$ cat src/rtl/psw_pkg.sv
package psw_pkg;

  typedef enum logic [1:0] {
    LK_ISO  = 2'd0,
    LK_QH   = 2'd1,
    LK_SITD = 2'd2,
    LK_SPAN = 2'd3
  } link_kind_e;

  localparam int LINK_W    = 32;
  localparam int ALIGN_LSB = 5;

  function automatic logic link_term(input logic [LINK_W-1:0] p);
    return p[0];
  endfunction

  function automatic link_kind_e link_kind(input logic [LINK_W-1:0] p);
    return link_kind_e'(p[2:1]);
  endfunction

  function automatic logic [LINK_W-1:0] link_addr(input logic [LINK_W-1:0] p);
    return {p[LINK_W-1:ALIGN_LSB], {ALIGN_LSB{1'b0}}};
  endfunction

  // transaction permission: spans never run, recovery keeps queue heads only
  function automatic logic xact_allowed(input link_kind_e k, input logic recov);
    return (k != LK_SPAN) && (!recov || (k == LK_QH));
  endfunction

endpackage

$ cat src/rtl/psw_node_classify.sv
module psw_node_classify
  import psw_pkg::*;
#(
  parameter int UF_W     = 3,
  parameter int EARLY_UF = 2
) (
  input  logic [1:0]        node_kind,
  input  logic [LINK_W-1:0] node_back,
  input  logic [UF_W-1:0]   uframe,
  input  logic              recov,
  output logic              is_save,
  output logic              is_restore,
  output logic              save_take,
  output logic              restore_take,
  output logic              back_bad,
  output logic              xact_ok
);
  link_kind_e kind;
  logic       early;

  always_comb begin
    kind         = link_kind_e'(node_kind);
    early        = (int'(uframe) < EARLY_UF);
    is_save      = (kind == LK_SPAN) && !link_term(node_back);
    is_restore   = (kind == LK_SPAN) &&  link_term(node_back);
    restore_take = is_restore && recov;
    save_take    = is_save && !recov && early;
    back_bad     = link_kind(node_back) != LK_QH;
    xact_ok      = xact_allowed(kind, recov);
  end
endmodule

$ cat src/rtl/psw_path_ctl.sv
module psw_path_ctl
  import psw_pkg::*;
(
  input  logic              clk,
  input  logic              rst_n,
  input  logic              clear,
  input  logic              save_take,
  input  logic              restore_take,
  input  logic [LINK_W-1:0] fwd_link,
  output logic              recov,
  output logic [LINK_W-1:0] saved_link
);
  always_ff @(posedge clk) begin
    if (!rst_n) begin
      recov      <= 1'b0;
      saved_link <= '0;
    end else if (clear) begin
      recov      <= 1'b0;
      saved_link <= '0;
    end else if (restore_take) begin
      recov      <= 1'b0;
    end else if (save_take) begin
      recov      <= 1'b1;
      saved_link <= fwd_link;
    end
  end
endmodule

$ cat src/rtl/psw_fetch_seq.sv
module psw_fetch_seq
  import psw_pkg::*;
(
  input  logic              clk,
  input  logic              rst_n,
  input  logic              restart,
  input  logic [LINK_W-1:0] restart_link,
  input  logic              advance,
  input  logic [LINK_W-1:0] advance_link,
  output logic              busy,
  output logic [LINK_W-1:0] addr,
  output logic              done
);
  logic              load;
  logic [LINK_W-1:0] sel;

  always_comb begin
    load = restart || advance;
    sel  = restart ? restart_link : advance_link;
  end

  always_ff @(posedge clk) begin
    if (!rst_n) begin
      busy <= 1'b0;
      addr <= '0;
      done <= 1'b0;
    end else begin
      done <= 1'b0;
      if (load) begin
        if (link_term(sel)) begin
          busy <= 1'b0;
          done <= 1'b1;
        end else begin
          busy <= 1'b1;
          addr <= link_addr(sel);
        end
      end
    end
  end
endmodule

$ cat src/rtl/per_span_walker.sv
module per_span_walker
  import psw_pkg::*;
#(
  parameter int UFRAMES  = 8,
  parameter int EARLY_UF = 2,
  localparam int UF_W    = $clog2(UFRAMES)
) (
  input  logic              clk,
  input  logic              rst_n,
  input  logic              uframe_start,
  input  logic [UF_W-1:0]   uframe_idx,
  input  logic [LINK_W-1:0] start_link,
  output logic              fetch_req,
  output logic [LINK_W-1:0] fetch_addr,
  input  logic              desc_valid,
  input  logic [1:0]        desc_type,
  input  logic [LINK_W-1:0] desc_next,
  input  logic [LINK_W-1:0] desc_back,
  output logic              xact_en,
  output logic              sched_err,
  output logic              recov_mode,
  output logic              list_end
);
  // named internal events, visible to the bound checker
  logic              step;
  logic              is_save;
  logic              is_restore;
  logic              save_take;
  logic              restore_take;
  logic              back_bad;
  logic              xact_ok;
  logic [LINK_W-1:0] saved_link;
  logic [LINK_W-1:0] next_link;

  psw_node_classify #(.UF_W(UF_W), .EARLY_UF(EARLY_UF)) u_cls (
    .node_kind    (desc_type),
    .node_back    (desc_back),
    .uframe       (uframe_idx),
    .recov        (recov_mode),
    .is_save      (is_save),
    .is_restore   (is_restore),
    .save_take    (save_take),
    .restore_take (restore_take),
    .back_bad     (back_bad),
    .xact_ok      (xact_ok)
  );

  psw_path_ctl u_path (
    .clk          (clk),
    .rst_n        (rst_n),
    .clear        (uframe_start),
    .save_take    (step && save_take),
    .restore_take (step && restore_take),
    .fwd_link     (desc_next),
    .recov        (recov_mode),
    .saved_link   (saved_link)
  );

  always_comb begin
    step = fetch_req && desc_valid && !uframe_start;
    if (restore_take)   next_link = saved_link;
    else if (save_take) next_link = desc_back;
    else                next_link = desc_next;
    xact_en   = step && xact_ok;
    sched_err = step && save_take && back_bad;
  end

  psw_fetch_seq u_seq (
    .clk          (clk),
    .rst_n        (rst_n),
    .restart      (uframe_start),
    .restart_link (start_link),
    .advance      (step),
    .advance_link (next_link),
    .busy         (fetch_req),
    .addr         (fetch_addr),
    .done         (list_end)
  );
endmodule

$ cat config.mk
export PLATFORM = sky130hd
export DESIGN_NAME = per_span_walker
export DESIGN_NICKNAME = d
export VERILOG_FILES = /design/src/rtl/psw_pkg.sv /design/src/rtl/psw_node_classify.sv /design/src/rtl/psw_path_ctl.sv /design/src/rtl/psw_fetch_seq.sv /design/src/rtl/per_span_walker.sv
export SDC_FILE = /design/constraint.sdc
export NUM_CORES = 1
export LEC_CHECK = 0
export BUFFER_PORTS_ARGS = -buffer_cell sky130_fd_sc_hd__buf_2
export CORE_MARGIN = 5
export CORE_UTILIZATION = 47
export CTS_CLUSTER_DIAMETER = 150
export DETAILED_ROUTE_END_ITERATION = 10
export PLACE_DENSITY = 0.85
export RECOVER_POWER = 100
export SKIP_LAST_GASP = 1
export SYNTH_ARGS = -nofsm -noshare
export SYNTH_HDL_FRONTEND = slang
export SYNTH_SLANG_ARGS = --single-unit
$ cat constraint.sdc
create_clock -name clk -period 4 [get_ports clk]
set_input_delay 0.4 -clock clk [delete_from_list [all_inputs] [get_ports clk]]
set_output_delay 0.4 -clock clk [all_outputs]
set_load 0.05 [all_outputs]
==> results_dict.tcl, run 1 <==
set metrics [dict create \
    finalCriticalPeriod_ns 3.29 \
    fin_crit_sh_pct 82.4 \
    internal_power_w 0.000932 \
    rsz0062_at_grt "false" \
    vias 3493 \
    yosysWarnings 0 \
    seq_area_frac_synth_pct 34.1 \
    yosysUniqueCellTypes 29 \
    core_area_mm2 0.00714 \
    drv_cap 1 \
    netSwitchingFraction_pct 35.1 \
    final_net_count 586 \
    synth_top_family_by_area "compound AO/OA/AOI/OAI gates" \
    final_cell_mix "93 x buf_2, 58 x nor2_1, 58 x dfxtp_1" \
    final_common_cell "buf_2" \
    areaGrowthSynthToFinish_pct 16.2 \
    synth-compound-area-share_pct 29.9 \
    die-width_um 95.1 \
    min_to "u_path.saved_link[21]" \
    synth.avg_cell_area_um2 8.89 \
    die-area_mm2 0.00905 \
    antenna_found_initial 0 \
    holdPathStages 3 \
    grt_max_degree 33 \
    post_drt_wl_per_cell_um 18.4 \
    drc_errors 0 \
    postRouteAntennaNets 0 \
    syn_inst 383 \
    cts_made_buffers 9 \
    ctsResizeCount 0 \
    overflow 0 \
    hold_start "desc_next[21]" \
    cts_hold_buf 0 \
    switchingPower_w 0.000505 \
    violations "capacitance limit, slew limit" \
    utilization_pct 55.5 \
    power_frac_comb_pct 23.1 \
    grt_pass1_wl_um 16800 \
    slew_headroom_pct -3.10 \
    outcome "finished, violations left" \
    viasPerCell 5.97 \
    synth_fa_ha_area_share_pct 0 \
    crit_path_cell_trace "clkbuf_1 -> or2_0 -> o2111ai_2 -> and3_1 -> buf_4 -> a211oi_1" \
    setup_viol 0 \
    fmax_mhz 304 \
    drv_slew 32 \
    powerDensity_mw_per_mm2 363 \
    drive_gt1_share_pct 25.7 \
    grt_pass1_vias 3381 \
    worstReg2RegStart "u_path.recov" \
    wl_um 10700 \
    end_kind "flop" \
    synth-simple-area-share_pct 17.0 \
    final.setup_skew_ns 0.00708 \
    ys_ff_latch 58 \
    hpwl_um 7420 \
    hold_violations 0 \
    fin_setup_tns_ns 0 \
    reg2reg_slack_ns 1.35 \
    cp.arrival_ns 3.53 \
    cts_tree "built" \
    worst_pin_slew_ns 1.55 \
    crit_type "in -> reg" \
    pwr-share-clk_pct 33.9 \
    die_h_um 95.1 \
    cp.required_ns 4.24 \
    synth-xor-area-share_pct 0 \
    grtUsageTotal_pct 23.7 \
    root_buffer "clkbuf_8" \
    initialDrtViolationCount 157 \
    cpPeakStageDelay_ns 1.10 \
    worst_ir_drop_vdd_mv 0.230 \
    startpoint_type "input port" \
    clk-insertion-delay-late_ns 0.33 \
    clkTransAtPathRegs_ns 0.07 \
    r2r-end "u_seq.addr[8]" \
    ios 142 \
    seqPwrFrac_pct 43.0 \
    initial_core_util_pct 47.7 \
    htree_levels 3 \
    hold_path_class "in -> reg" \
    diodes 0 \
    worst-path-max-fanout 31 \
    post_cts_buffers 0 \
    drtPass1Iterations 5 \
    path_buf_inv 2 \
    clock-sinks 58 \
    p_leak_nw 1.74 \
    io_buffers 125 \
    synthesis.area_mm2 0.00341 \
    slowest_stage "clkbuf_1" \
    path_delay_family "buffers and inverters" \
    gp_congestion 0.876 \
    muxShareOfSynthArea_pct 8.23 \
    floorplan.rows 31 \
    cts_max_path_buffers 2 \
    reg2regPathDepth 5 \
]
==> power groups by stage <==
stage	combinational (W)	sequential (W)	clock, W
floorplan	0.000160	0.000719	0
global placement	0.000343	0.000630	0
detailed placement	0.000350	0.000630	0
CTS	0.000352	0.000617	0.000497
global route	0.000353	0.000621	0.000527
finish	0.000331	0.000618	0.000487
==> registers in the layout, summed over array words and instances, names as in the netlist <==
register           flops
u_path.recov           1
u_seq.done             1
u_seq.busy             1
u_seq.addr            27
u_path.saved_link     28
==> cells in the mapped netlist <==
cell type  number  share of area [%]
a211oi_2       18                6.6
dfxtp_1        58                 34
inv_2           1               0.11
inv_1           3               0.33
nand2_1        31                3.4
or2_1           1               0.18
nor2_1         58                6.4
buf_12          2                1.2
buf_6           7                2.3
buf_4          13                2.9
nand4bb_1       1               0.33
conb_1          1               0.11
clkbuf_1       16                1.8
buf_2          14                2.1
nor2_2          1               0.18
a21oi_1         1               0.15
o2111ai_2       1               0.44
o41a_1         27                8.9
mux2i_1        28                8.2
and2_1          1               0.18
and4_1          1               0.26
and4bb_1        1               0.37
and3_1          2               0.37
a2111oi_0       1               0.26
a31oi_1        28                5.1
nand4_1         1               0.18
a211oi_1       38                8.4
nor4_1         27                5.0
or4_1           1               0.22
==> metrics by stage <==
stage          hold WS [ns]  worst slack [ns]  total power, W  area, um2  cells
5_1_grt               0.312             0.520         0.00150       3960    585
2_1_floorplan         0.463             0.122        0.000879       3420    387
6_report              0.323             0.706         0.00144       3960    585
4_1_cts               0.306              1.19         0.00147       4080    585
3_3_place_gp          0.475             0.958        0.000973       3910    569
3_5_place_dp          0.487             0.831        0.000981       3910    569
==> worst max-delay path by stage <==
stage / from / to / slack [ns] / depth (start not counted)
after floorplan: u_path.recov / xact_en / 0.12 / 5
after global placement: desc_back[0] / u_seq.addr[14] / 0.96 / 6
after detailed placement: desc_back[0] / u_seq.addr[14] / 0.83 / 6
after CTS: desc_back[0] / u_seq.addr[14] / 1.19 / 6
after global routing: desc_back[0] / u_seq.addr[8] / 0.52 / 6
final: desc_back[0] / u_seq.addr[8] / 0.71 / 6
==> metal layers <==
metal	share of wire, %	global-route usage [%]
met5	0	0
met4	1.6	9.13
met3	8.1	4.42
met2	48	39.0
met1	42	30.5
==> cells by family after synthesis <==
kind of cell | Yosys count
buffers and inverters | 56
multiplexers | 28
other | 1
flip-flops | 58
AO/OA/AOI/OAI | 114
AND/OR/NAND/NOR | 126
==> final cells by class <==
class | count | area [um2]
Clock buffer | 9 | 124
Clock inverter | 7 | 53.8
Fill cell | 719 | 3180
Inverter | 4 | 15.0
Multi-Input combinational cell | 273 | 1830
Sequential cell | 58 | 1160
Tap cell | 99 | 124
Timing Repair Buffer | 135 | 654
==> worst register-to-register path: cells and delay by family (launching register included) <==
family | cells | cell delay [ns]
compound gates | 2 | 1.15
buf+inv | 1 | 0.31
flops | 1 | 0.31
simple gates | 2 | 0.74
Note: power is estimated with default switching activity, not from simulation.
==> inputs of run 2 (changes only) <==
clock period = 3.4 ns   (was 4 ns; I/O delays follow)
==> run 2 against run 1 <==
  * The run now ends clean
  * Global-route usage grew 0.64 points
  * Wire length grew 3.1%
  * Clock skew is essentially flat
  * Sequential power grew 18%
  * Critical endpoint is now sched_err
  * Largest power group unchanged
  * Highest routed layer unchanged
==> results_dict.tcl, run 2 (synthesized netlist as in run 1, its figures left out) <==
set metrics [dict create \
    outcome "finished clean" \
    diodes 0 \
    clk-insertion-delay-late_ns 0.32 \
    final_cell_mix "93 x buf_2, 58 x nor2_1, 58 x dfxtp_1" \
    grt_max_degree 60 \
    hpwl_um 7390 \
    crit_type "in -> out" \
    die-area_mm2 0.00905 \
    viasPerCell 6.16 \
    drive_gt1_share_pct 28.9 \
    cp.required_ns 3.06 \
    drv_cap 0 \
    cp.arrival_ns 2.54 \
    htree_levels 3 \
    grt_pass1_wl_um 17300 \
    final_net_count 588 \
    worst_ir_drop_vdd_mv 0.274 \
    cts_made_buffers 9 \
    reg2regPathDepth 5 \
    p_leak_nw 1.79 \
    core_area_mm2 0.00714 \
    cts_hold_buf 0 \
    floorplan.rows 31 \
    reg2reg_slack_ns 0.77 \
    io_buffers 125 \
    wl_um 11100 \
    root_buffer "clkbuf_8" \
    clkTransAtPathRegs_ns 0.06 \
    top_regs "u_path.saved_link (28), u_seq.addr (27)" \
    hold_violations 0 \
    post_cts_buffers 0 \
    hold_start "desc_next[13]" \
    startpoint_type "input port" \
    clock-sinks 58 \
    fin_setup_tns_ns 0 \
    initial_core_util_pct 47.7 \
    antenna_found_initial 0 \
    ctsResizeCount 0 \
    finalCriticalPeriod_ns 2.88 \
    setup_viol 0 \
    post_drt_wl_per_cell_um 18.9 \
    largest_reg_flops 28 \
    top_register "u_path.saved_link" \
    hold_path_class "in -> reg" \
    fmax_mhz 348 \
    whs_ns 0.271 \
    top_layer "met4" \
    drtPass1Iterations 5 \
    grtUsageTotal_pct 24.3 \
    die-width_um 95.1 \
    final_common_cell "buf_2" \
    fin_crit_sh_pct 84.6 \
    seqPwrFrac_pct 41.4 \
    switchingPower_w 0.000559 \
    rsz0062_at_grt "false" \
    die_h_um 95.1 \
    route.met2.wl_um 5630 \
    met3_length_um 905 \
    internal_power_w 0.00120 \
    pwr-share-clk_pct 35.5 \
    overflow 0 \
    powerDensity_mw_per_mm2 431 \
    drc_errors 0 \
    gp_congestion 0.900 \
    min_to "u_path.saved_link[13]" \
    grt_pass1_vias 3644 \
    initialDrtViolationCount 186 \
    drv_slew 0 \
    holdPathStages 3 \
    power_frac_comb_pct 23.1 \
    worstReg2RegStart "u_path.recov" \
    areaGrowthSynthToFinish_pct 20.0 \
    final.setup_skew_ns 0.00708 \
    worst_pin_slew_ns 1.19 \
    worst-path-max-fanout 59 \
    r2r-end "u_path.saved_link[8]" \
    postRouteAntennaNets 0 \
    ios 142 \
    end_kind "output port" \
    cts_tree "built" \
    wl_met1_um 4400 \
    vias 3616 \
    netSwitchingFraction_pct 31.8 \
    cts_max_path_buffers 2 \
    slew_headroom_pct 20.7 \
]
-- run 2: changes by cell type in the layout (fill, tap and decap cells not counted), moves of 2 or more --
cell / before / now
clkbuf_2: 1 / 3
clkbuf_8: 9 / 14
clkinvlp_4: 3 / 0
inv_6: 2 / 0
a211oi_2: 2 / 15
a211oi_1: 54 / 41
-- run 2: cell type report --
| cell class | instances | area (um2) |
|---|---|---|
| clock buffer | 15 | 196 |
| fill | 655 | 3050 |
| multi-input combinational | 273 | 1900 |
| timing repair buffer | 137 | 684 |
| clock inverter | 1 | 5.00 |
| sequential | 58 | 1160 |
| inverter | 4 | 15.0 |
| tap | 99 | 124 |
-- run 2: stage by stage --
step	worst slack [ns]	std cells	utilization (%)	power (W)	area, um2
after floorplan	0.261	387	-	0.00103	3420
after detailed placement	0.698	571	55.3	0.00116	3940
after global placement	0.784	571	55.3	0.00115	3940
final	0.524	587	57.3	0.00176	4090
after global routing	0.426	587	57.3	0.00184	4090
after CTS	0.911	587	58.1	0.00178	4150
-- run 2: layer usage --
metal,GRT usage [%],up-vias
li1,-,1660
met5,0,-
met2,43.7,184
met4,8.65,0
met1,28.5,1754
met3,4.81,18
-- run 2: power groups by stage --
stage	sequential, W	combinational, W	clock [W]
2_1_floorplan	0.000846	0.000188	0
3_3_place_gp	0.000742	0.000408	0
3_5_place_dp	0.000742	0.000417	0
4_1_cts	0.000728	0.000418	0.000635
5_1_grt	0.000732	0.000432	0.000676
6_report	0.000729	0.000408	0.000625
-- run 2: how the worst max path moves through the flow --
| stage | slack (ns) | cells past startpoint | start | end |
|---|---|---|---|---|
| 4_1_cts | 0.91 | 4 | u_path.recov | sched_err |
| 3_5_place_dp | 0.70 | 7 | desc_back[0] | u_seq.addr[14] |
| 6_report | 0.52 | 4 | uframe_start | sched_err |
| 5_1_grt | 0.43 | 4 | uframe_start | sched_err |
| 3_3_place_gp | 0.78 | 7 | desc_back[0] | u_seq.addr[12] |
| 2_1_floorplan | 0.26 | 5 | u_path.recov | xact_en |
-- run 2: critical path, stage by stage --
cell	delay, ns
clkbuf_2	0.62
or4_2	0.94
a21oi_1	0.14
clkbuf_1	0.48
==> inputs of run 3 (changes only) <==
CORE_UTILIZATION = 44   (was 47)
PLACE_DENSITY = 0.83   (was 0.85)
clock period = 2.6 ns   (was 3.4 ns; I/O delays follow)
==> run 3 against run 2 <==
  * Wire length is 1.2% higher
  * Power is 25% higher
  * Critical path depth stayed put
  * Final cell count is 1.9% higher
  * Register-to-register slack worse by 0.49 ns
  * Sequential power is 31% higher
  * Sequential cell count stayed put
  * Largest cell class unchanged
  * Largest power group unchanged
==> results_dict.tcl, run 3 (synthesized netlist as in run 1, its figures left out) <==
set metrics [dict create \
    grtUsageTotal_pct 22.8 \
    setup_viol 0 \
    post_cts_buffers 0 \
    worst_pin_slew_ns 0.657 \
    initial_core_util_pct 44.5 \
    drv_cap 0 \
    clk-insertion-delay-late_ns 0.33 \
    p_leak_nw 1.79 \
    hold_path_class "in -> reg" \
    startpoint_type "flop" \
    grt_pass1_wl_um 17900 \
    crit_type "reg -> out" \
    final_common_cell "buf_2" \
    final.setup_skew_ns 0.00839 \
    post_drt_wl_per_cell_um 18.8 \
    io_buffers 125 \
    clock-sinks 58 \
    top_regs "u_path.saved_link (28), u_seq.addr (27)" \
    hold_start "desc_next[6]" \
    drtPass1Iterations 5 \
    areaGrowthSynthToFinish_pct 18.8 \
    largest_reg_flops 28 \
    dpl.cell_count 581 \
    fin_setup_tns_ns 0 \
    antenna_found_initial 1 \
    worstReg2RegStart "u_path.recov" \
    drv_slew 0 \
    reg2reg_slack_ns 0.28 \
    crit_path_cell_trace "or2_0 -> or4_2 -> a21oi_2 -> clkbuf_2" \
    end_kind "output port" \
    cp.arrival_ns 2.16 \
    die_h_um 98.0 \
    holdPathStages 3 \
    powerDensity_mw_per_mm2 543 \
    gp_congestion 0.895 \
    path_buf_inv 1 \
    root_buffer "clkbuf_8" \
    drive_gt1_share_pct 27.7 \
    initialDrtViolationCount 201 \
    die-area_mm2 0.00960 \
    fin_crit_sh_pct 93.0 \
    cts_made_buffers 9 \
    grt_max_degree 41 \
    slew_headroom_pct 56.4 \
    rsz0062_at_grt "false" \
    worst_ir_drop_vdd_mv 0.263 \
    path_delay_family "simple AND/OR/NAND/NOR gates" \
    final_net_count 595 \
    ctsResizeCount 0 \
    viasPerCell 5.95 \
    whs_ns 0.184 \
    top_register "u_path.saved_link" \
    die-width_um 98.0 \
    reg2regPathDepth 5 \
    finalCriticalPeriod_ns 2.42 \
    outcome "finished clean" \
    ios 142 \
    wl_um 11200 \
    cts_hold_buf 0 \
    min_to "u_path.saved_link[6]" \
    overflow 0 \
    cp.required_ns 2.34 \
    clkTransAtPathRegs_ns 0.06 \
    cpPeakStageDelay_ns 0.69 \
    core_area_mm2 0.00765 \
    worst-path-max-fanout 10 \
    vias 3559 \
    fmax_mhz 413 \
    final_cell_mix "94 x buf_2, 58 x nor2_1, 58 x dfxtp_1" \
    hpwl_um 8110 \
    cts_max_path_buffers 2 \
    slowest_stage "or4_2" \
    htree_levels 3 \
    hold_violations 0 \
    r2r-end "u_path.saved_link[28]" \
    floorplan.rows 32 \
    stdcell_count 598 \
    grt_pass1_vias 3629 \
    cts_tree "built" \
    postRouteAntennaNets 0 \
    drc_errors 0 \
]
[run 3: changes by cell type in the layout (fill, tap and decap cells not counted), sizes merged]
cell      change
buf           +7
clkbuf        -4
clkinv        +2
clkinvlp      +2
diode         +1
[run 3: metrics by stage]
stage          setup slack [ns]  instance area, um2  util, %  power [W]
2_1_floorplan             0.233                3430        -    0.00135
3_3_place_gp              0.397                4000     52.3    0.00151
3_5_place_dp              0.345                4000     52.3    0.00152
4_1_cts                   0.208                4170     54.5    0.00223
5_1_grt                  0.0937                4050     52.9    0.00228
6_report                  0.181                4050     52.9    0.00220
[run 3: final cells by class]
class,instances,area [um2]
Sequential cell,58,1160
Timing Repair Buffer,144,734
Fill cell,749,3600
Antenna cell,1,2.50
Clock inverter,5,30.0
Clock buffer,11,141
Inverter,4,15.0
Multi-Input combinational cell,273,1830
Tap cell,102,128
[run 3: worst register-to-register path, cell delays in order, from the launching register on]
cell	delay, ns
dfxtp_1	0.42
or2_0	0.32
or4_2	0.69
clkbuf_2	0.43
mux2i_1	0.30
nor2_1	0.05
[run 3: metal layers]
| metal | GRT usage [%] | part of all wire, % | up-vias |
|---|---|---|---|
| li1 | - | - | 1674 |
| met1 | 26.9 | 41 | 1695 |
| met2 | 38.2 | 48 | 161 |
| met3 | 6.79 | 7.7 | 29 |
| met4 | 10.4 | 2.9 | 0 |
| met5 | 0 | 0 | - |
[run 3: worst max-delay path by stage]
stage | start | to | slack (ns) | cells after the start
floorplan | u_path.recov | xact_en | 0.23 | 5
global placement | desc_back[0] | u_seq.addr[21] | 0.40 | 6
detailed placement | desc_back[0] | u_seq.addr[19] | 0.34 | 7
CTS | u_path.recov | sched_err | 0.21 | 4
global route | u_path.recov | sched_err | 0.09 | 4
finish | u_path.recov | sched_err | 0.18 | 4
[run 3: where the power goes]
| group | switching [W] | leakage [nW] | internal (W) |
|---|---|---|---|
| Combinational | 0.000360 | 1.23 | 0.000161 |
| Sequential | 0.0000247 | 0.473 | 0.000929 |
| Clock | 0.000354 | 0.0851 | 0.000366 |
